**src/rtl/nmi_trap_pkg.sv**
```systemverilog
package nmi_trap_pkg;
  localparam logic [1:0] PRIV_M = 2'b11;
  localparam logic [9:0] CSR_BLOCK = 10'h0D4; // 0x350..0x353
  localparam int PP_LO = 11;

  typedef enum logic [2:0] {
    TK_NONE, TK_NMI, TK_EXC, TK_IRQ, TK_RET
  } trap_kind_e;
endpackage

```
**src/rtl/nmi_trap_arb.sv**
```systemverilog
module nmi_trap_arb
  import nmi_trap_pkg::*;
(
  input  logic       clk_i,
  input  logic       rst_ni,
  input  logic       busy_i,
  input  logic       in_nmi_i,
  input  logic       nmi_req_i,
  input  logic       exc_req_i,
  input  logic       irq_req_i,
  input  logic       ret_i,
  output trap_kind_e kind_o
);
  always_comb begin
    kind_o = TK_NONE;
    if (!busy_i) begin
      if (in_nmi_i) begin
        if (exc_req_i)  kind_o = TK_EXC;
        else if (ret_i) kind_o = TK_RET;
      end else begin
        if (nmi_req_i)      kind_o = TK_NMI;
        else if (exc_req_i) kind_o = TK_EXC;
        else if (irq_req_i) kind_o = TK_IRQ;
      end
    end
  end

  // the request is never beaten by another event outside the handler
  a_r3_nmi_first: assert property (@(posedge clk_i) disable iff (!rst_ni)
    (nmi_req_i && !in_nmi_i && !busy_i) |-> kind_o == TK_NMI);
  // nothing is taken while a redirect is showing
  a_r12_flush_idle: assert property (@(posedge clk_i) disable iff (!rst_ni)
    busy_i |-> kind_o == TK_NONE);
endmodule

```
**src/rtl/nmi_csr_file.sv**
```systemverilog
module nmi_csr_file
  import nmi_trap_pkg::*;
#(
  parameter int XLEN = 32
) (
  input  logic            clk_i,
  input  logic            rst_ni,
  input  logic [1:0]      priv_i,
  input  logic            hold_i,
  input  logic            entry_i,
  input  logic [XLEN-1:0] entry_pc_i,
  input  logic [XLEN-1:0] entry_cause_i,
  input  logic            csr_valid_i,
  input  logic            csr_we_i,
  input  logic [11:0]     csr_addr_i,
  input  logic [XLEN-1:0] csr_wdata_i,
  output logic [XLEN-1:0] csr_rdata_o,
  output logic            csr_illegal_o,
  output logic [XLEN-1:0] epc_o,
  output logic [1:0]      mpp_o
);
  logic [XLEN-1:0] scratch_q, epc_q, cause_q;
  logic [1:0]      mpp_q;
  logic            hit, wr;

  assign hit           = csr_addr_i[11:2] == CSR_BLOCK;
  assign csr_illegal_o = csr_valid_i && hit && (priv_i != PRIV_M);
  assign wr            = csr_valid_i && csr_we_i && hit && (priv_i == PRIV_M) && !hold_i;

  always_comb begin
    csr_rdata_o = '0;
    if (hit) begin
      case (csr_addr_i[1:0])
        2'd0: csr_rdata_o = scratch_q;
        2'd1: csr_rdata_o = epc_q;
        2'd2: csr_rdata_o = cause_q;
        default: csr_rdata_o[PP_LO+1:PP_LO] = mpp_q;
      endcase
    end
  end

  always_ff @(posedge clk_i or negedge rst_ni) begin
    if (!rst_ni) begin
      scratch_q <= '0;
      epc_q     <= '0;
      cause_q   <= '0;
      mpp_q     <= '0;
    end else if (entry_i) begin
      epc_q   <= {entry_pc_i[XLEN-1:1], 1'b0};
      cause_q <= entry_cause_i;
      mpp_q   <= priv_i;
    end else if (wr) begin
      case (csr_addr_i[1:0])
        2'd0: scratch_q <= csr_wdata_i;
        2'd1: epc_q     <= {csr_wdata_i[XLEN-1:1], 1'b0};
        2'd2: cause_q   <= csr_wdata_i;
        default: mpp_q  <= csr_wdata_i[PP_LO+1:PP_LO];
      endcase
    end
  end

  assign epc_o = epc_q;
  assign mpp_o = mpp_q;

  // saved PC stays even
  a_r10_epc_even: assert property (@(posedge clk_i) disable iff (!rst_ni)
    epc_q[0] == 1'b0);
  // a refused access changes nothing
  a_r11_illegal_no_write: assert property (@(posedge clk_i) disable iff (!rst_ni)
    (csr_illegal_o && !entry_i) |=> ($stable(scratch_q) && $stable(epc_q)
                                     && $stable(cause_q) && $stable(mpp_q)));
  // entry records the prior privilege
  a_r5_status_capture: assert property (@(posedge clk_i) disable iff (!rst_ni)
    entry_i |=> mpp_q == $past(priv_i));
endmodule

```
**src/rtl/nmi_trap_ctrl.sv**
```systemverilog
module nmi_trap_ctrl
  import nmi_trap_pkg::*;
#(
  parameter int              XLEN          = 32,
  parameter logic [XLEN-1:0] NMI_IRQ_VEC   = 'h0000_0100,
  parameter logic [XLEN-1:0] NMI_EXC_VEC   = 'h0000_0180,
  parameter logic [XLEN-1:0] MTVEC         = 'h0000_0040,
  parameter logic [XLEN-1:0] NMI_EXT_CAUSE = 'h0000_0001
) (
  input  logic            clk_i,
  input  logic            rst_ni,
  input  logic            nmi_req_i,
  input  logic            nmi_buserr_i,
  input  logic            exc_req_i,
  input  logic [XLEN-1:0] exc_cause_i,
  input  logic            irq_req_i,
  input  logic [XLEN-1:0] irq_cause_i,
  input  logic [XLEN-1:0] cur_pc_i,
  input  logic            ret_i,
  input  logic            csr_valid_i,
  input  logic            csr_we_i,
  input  logic [11:0]     csr_addr_i,
  input  logic [XLEN-1:0] csr_wdata_i,
  output logic [XLEN-1:0] csr_rdata_o,
  output logic            csr_illegal_o,
  output logic            redirect_valid_o,
  output logic [XLEN-1:0] redirect_pc_o,
  output logic [1:0]      priv_o,
  output logic            in_nmi_o,
  output logic            mcap_valid_o,
  output logic [XLEN-1:0] mcap_cause_o,
  output logic [XLEN-1:0] mcap_epc_o
);
  localparam logic [XLEN-1:0] BUSERR_CAUSE = XLEN'(3);

  trap_kind_e      kind;
  logic [1:0]      priv_q, mpp;
  logic            in_nmi_q, redir_q, mcap_q;
  logic [XLEN-1:0] redir_pc_q, mcause_q, mepc_q, saved_epc, entry_cause;

  assign entry_cause = nmi_buserr_i ? BUSERR_CAUSE : NMI_EXT_CAUSE;

  nmi_trap_arb u_arb (
    .clk_i     (clk_i),
    .rst_ni    (rst_ni),
    .busy_i    (redir_q),
    .in_nmi_i  (in_nmi_q),
    .nmi_req_i (nmi_req_i),
    .exc_req_i (exc_req_i),
    .irq_req_i (irq_req_i),
    .ret_i     (ret_i),
    .kind_o    (kind)
  );

  nmi_csr_file #(.XLEN(XLEN)) u_csr (
    .clk_i         (clk_i),
    .rst_ni        (rst_ni),
    .priv_i        (priv_q),
    .hold_i        (kind != TK_NONE),
    .entry_i       (kind == TK_NMI),
    .entry_pc_i    (cur_pc_i),
    .entry_cause_i (entry_cause),
    .csr_valid_i   (csr_valid_i),
    .csr_we_i      (csr_we_i),
    .csr_addr_i    (csr_addr_i),
    .csr_wdata_i   (csr_wdata_i),
    .csr_rdata_o   (csr_rdata_o),
    .csr_illegal_o (csr_illegal_o),
    .epc_o         (saved_epc),
    .mpp_o         (mpp)
  );

  always_ff @(posedge clk_i or negedge rst_ni) begin
    if (!rst_ni) begin
      priv_q     <= PRIV_M;
      in_nmi_q   <= 1'b0;
      redir_q    <= 1'b0;
      redir_pc_q <= '0;
      mcap_q     <= 1'b0;
      mcause_q   <= '0;
      mepc_q     <= '0;
    end else begin
      redir_q <= (kind != TK_NONE);
      mcap_q  <= 1'b0;
      case (kind)
        TK_NMI: begin
          in_nmi_q   <= 1'b1;
          priv_q     <= PRIV_M;
          redir_pc_q <= NMI_IRQ_VEC;
        end
        TK_EXC: begin
          priv_q     <= PRIV_M;
          redir_pc_q <= in_nmi_q ? NMI_EXC_VEC : MTVEC;
          mcap_q     <= 1'b1;
          mcause_q   <= exc_cause_i;
          mepc_q     <= cur_pc_i;
        end
        TK_IRQ: begin
          priv_q     <= PRIV_M;
          redir_pc_q <= MTVEC;
          mcap_q     <= 1'b1;
          mcause_q   <= irq_cause_i;
          mepc_q     <= cur_pc_i;
        end
        TK_RET: begin
          in_nmi_q   <= 1'b0;
          priv_q     <= mpp;
          redir_pc_q <= saved_epc;
        end
        default: ;
      endcase
    end
  end

  assign redirect_valid_o = redir_q;
  assign redirect_pc_o    = redir_pc_q;
  assign priv_o           = priv_q;
  assign in_nmi_o         = in_nmi_q;
  assign mcap_valid_o     = mcap_q;
  assign mcap_cause_o     = mcause_q;
  assign mcap_epc_o       = mepc_q;

  // redirect is a single-cycle pulse
  a_r12_redirect_pulse: assert property (@(posedge clk_i) disable iff (!rst_ni)
    redir_q |=> !redir_q);
  // entry lands on the interrupt vector with the flag set
  a_r2_entry_target: assert property (@(posedge clk_i) disable iff (!rst_ni)
    (kind == TK_NMI) |=> (redir_q && in_nmi_q && redir_pc_q == NMI_IRQ_VEC));
  // no leaving the handler except by return
  a_r6_no_nest: assert property (@(posedge clk_i) disable iff (!rst_ni)
    (in_nmi_q && kind != TK_RET) |=> in_nmi_q);
  // return restores stored privilege and clears the flag
  a_r9_return: assert property (@(posedge clk_i) disable iff (!rst_ni)
    (kind == TK_RET) |=> (!in_nmi_q && priv_q == $past(mpp)));
endmodule

```
**config.mk**
```make
export PLATFORM = sky130hd
export DESIGN_NAME = nmi_trap_ctrl
export DESIGN_NICKNAME = d
export VERILOG_FILES = /design/src/rtl/nmi_trap_pkg.sv /design/src/rtl/nmi_trap_arb.sv /design/src/rtl/nmi_csr_file.sv /design/src/rtl/nmi_trap_ctrl.sv
export SDC_FILE = /design/constraint.sdc
export NUM_CORES = 1
export LEC_CHECK = 0
export CAP_MARGIN = 15
export CORE_ASPECT_RATIO = 1.2
export CORE_UTILIZATION = 47
export DETAILED_ROUTE_END_ITERATION = 10
export PLACE_DENSITY = 0.8
export SLEW_MARGIN = 20
export SYNTH_ARGS = -nofsm -noshare
export SYNTH_HDL_FRONTEND = slang
export SYNTH_SLANG_ARGS = --single-unit
```
**constraint.sdc**
```tcl
create_clock -name clk_i -period 2.8 [get_ports clk_i]
set_input_delay 0.56 -clock clk_i [delete_from_list [all_inputs] [get_ports clk_i]]
set_output_delay 0.56 -clock clk_i [all_outputs]
set_load 0.03 [all_outputs]
```
==> results of run 1 <==
==> path summary, 6_finish.rpt <==
check | end | slack (ns) | cells past startpoint
worst min register to register | mcap_cause_o[25] | 0.49 | 2
worst min-delay path | mcap_epc_o[4] | 0.09 | 1
worst max register to register | u_csr.scratch_q[31] | 0.57 | 5
min in group clk_i | mcap_cause_o[25] | 0.49 | 2
worst max-delay path | csr_illegal_o | 0.09 | 6
max in group asynchronous | mcap_cause_o[25] | 1.85 | 2
==> per-layer routing <==
metal | up-vias | routed length, um | track usage (%) | share of wire [%]
met5 | - | 16 | 0 | 0.055
met4 | 2 | 759 | 12.1 | 2.6
met3 | 50 | 1780 | 5.49 | 6.1
met2 | 344 | 14900 | 48.3 | 51
met1 | 4056 | 11600 | 37.3 | 40
li1 | 3666 | - | - | -
==> cell families after synthesis <==
group | Yosys count | synth area share, %
AND/OR/NAND/NOR | 195 | 10.9
other | 1 | 0.0405
flip-flops | 197 | 53.2
AO/OA/AOI/OAI | 230 | 17.1
multiplexers | 96 | 12.7
buffers and inverters | 132 | 5.95
==> area by class of cell <==
type	count	area, um^2
multi-input combinational	522	3830
inverter	41	154
sequential	197	4930
clock inverter	12	146
clock buffer	19	453
timing repair buffer	322	3190
fill	1444	6040
tap	256	320
==> worst register-to-register path, stage by stage (launching register included) <==
cell	delay, ns
dfstp_2	0.58
and4_1	0.35
o311ai_4	0.19
nor4_4	0.33
buf_4	0.31
mux2_2	0.36
==> through the flow <==
step           util, %  power, mW  area, um^2  cells  hold slack [ns]
6_report          68.3       12.1       13000   1369           0.0866
5_1_grt           68.3       12.6       13000   1369            0.108
4_1_cts           68.3       12.1       13000   1368           0.0903
3_5_place_dp      65.1       9.60       12400   1337            0.474
3_3_place_gp      65.1       9.49       12400   1337            0.469
2_1_floorplan        -       7.21        9270    851            0.264
==> flip-flops by register name, indices dropped and copies added (netlist names), 2 cells and up <==
name             cells
u_csr.mpp_o          2
u_csr.scratch_q     32
redirect_pc_o       31
mcap_cause_o        32
mcap_epc_o          32
priv_o               2
u_csr.epc_o         31
u_csr.cause_q       32
==> synth_stat cells, types with 3 or more instances <==
cell type  number
a31oi_1        33
a222oi_1       32
buf_6           3
nand2b_1        3
o31ai_1        33
o21ai_1         5
and3_1          4
a21oi_1        63
nand2_1         4
clkbuf_1       57
a22o_1         28
nor2_1         96
buf_2          24
buf_1           6
mux2_4         30
inv_1          40
dfrtp_1       195
nand3_1         3
nand4_1        63
o21ai_0        26
mux2_2         34
nor2b_1         4
nor3_1          3
mux2i_1        30
==> power by group <==
group | internal [mW] | total (mW) | leakage, nW | switching, mW
clock | 1.38 | 2.52 | 0.284 | 1.15
sequential | 3.73 | 4.31 | 2.49 | 0.577
combinational | 2.27 | 5.26 | 2.87 | 2.99
==> cells in the final DEF (no fill, tap or decap), drive strengths merged, types with 3 or more instances in the layout <==
master,instances
clkdlybuf4s50,245
dfrtp,195
nor2,96
buf,76
mux2,64
a21oi,63
nand4,63
inv,44
o31ai,33
a31oi,33
a222oi,32
o21ai,31
mux2i,30
a22o,28
clkbuf,20
nand2,4
clkinv,4
and3,4
nor2b,4
nand3,4
nand2b,3
clkinvlp,3
and2,3
nor3,3
==> repair_timing <==
action / CTS / global route
setup buffers: 0 / 1
endpoints found under the hold margin: 0 / 0
gates resized for setup: 0 / 1
setup endpoints to repair: 0 / 7
==> results_dict.tcl, run 1 <==
set metrics [dict create \
    viasPerCell 5.93 \
    p_leak_nw 5.64 \
    post-synth-top-area-cell "dfrtp_1" \
    clockBufferDepth 2 \
    hp-class "in -> async" \
    antenna_found_initial 1 \
    route.vias.total 8118 \
    wl_per_cell_um 21.2 \
    r2r_start "priv_o[1]" \
    cts_max_level 4 \
    clk_pin_slew_ns 0.07 \
    crit_chain "clkdlybuf4s50_1 -> nor4b_4 -> buf_4 -> and3_2 -> and3_1 -> buf_4" \
    ys_warn_count 0 \
    syn_nets 1000 \
    crit_family "simple AND/OR/NAND/NOR gates" \
    grt_remaining_overflow 0 \
    dp.final_hpwl_mm 19.7 \
    finalSetupViolations 0 \
    io_pins 283 \
    synth.avg_cell_area_um2 10.9 \
    start_util_pct 48.6 \
    period_needed_ns 2.71 \
    slew_headroom_pct 49.1 \
    cts_tree "built" \
    root_buffer "clkbuf_16" \
    rows 55 \
    path_class "in -> out" \
    firstDrtPassIters 6 \
    max_stage_delay_ns 0.44 \
    remaining_drc_errors 0 \
    status "complete, no violations" \
    grt_pass1_wl_mm 45.1 \
    rsz0062_at_grt "false" \
    die_area_um2 20300 \
    fmax_ghz 0.368 \
    grt_pass1_vias 8390 \
    core_um2 19100 \
    clock_latency_ns 0.44 \
    syn2layout_area_growth_pct 40.5 \
    die_w_um 130 \
    synth_cells 851 \
    ys.flop_type "dfrtp_1" \
    peakVddDrop_uv 642 \
    setup.worst_path.start "csr_addr_i[3]" \
    netlist_area_um2 9270 \
    hold_buffers 0 \
    skew_ns 0.0129 \
    synthTopCellsByArea "dfrtp_1 53%, mux2_4 4.9%, nand4_1 4.3%" \
    worst-endpoint-arrival_ns 2.15 \
    place.gp.congestion 0.768 \
    synth_edf_count 0 \
    wl_mm 29.0 \
    end_kind "output pin" \
    cp_common_cell "buf_4" \
    grt_max_degree 70 \
    finalHoldViolations 0 \
    cts.sinks 197 \
    synth_cell_types 49 \
    worstMarginPinSlew_ns 0.764 \
    nNetsFinal 1250 \
    max_cap_violations 0 \
    yosysSeqAreaShare_pct 53.2 \
    period_share_pct 96.9 \
    layout_setup_ws_ns 0.0862 \
    final_layout_size_suffix_gt1_share_pct 17.4 \
    power_density_nw_per_um2 929 \
    synth_top_area_share_pct 52.7 \
    track_usage_pct 29.2 \
    num_antenna_cells 0 \
    path_max_fanout 4 \
    worstSetupStartpointType "primary input" \
    drt_iter0_drc 783 \
    dpl_worst_slack_ns 0.0636 \
    ant_nets 0 \
    required_ns 2.24 \
    tns_ns 0 \
    async_reset_ff_share_pct 100 \
    maxSlewViolCount 0 \
    critPathBufInv 3 \
    cts_made_buffers 17 \
    fp.dieH_um 156 \
    synth-seq-cells 197 \
    port_buffers 281 \
    slowest_stage "clkdlybuf4s50_1" \
]
(Power assumes the default switching activity.)
==> run 2, diff against run 1 <==
- HOLD_SLACK_MARGIN: not set -> 0.02
==> results of run 2 <==
No change in the layout: final DEF, timing and power equal those of run 1.
==> run 3, diff against run 2 <==
- SKIP_LAST_GASP: not set -> 1
==> results of run 3 <==
No change in the layout: final DEF, timing and power equal those of run 1.
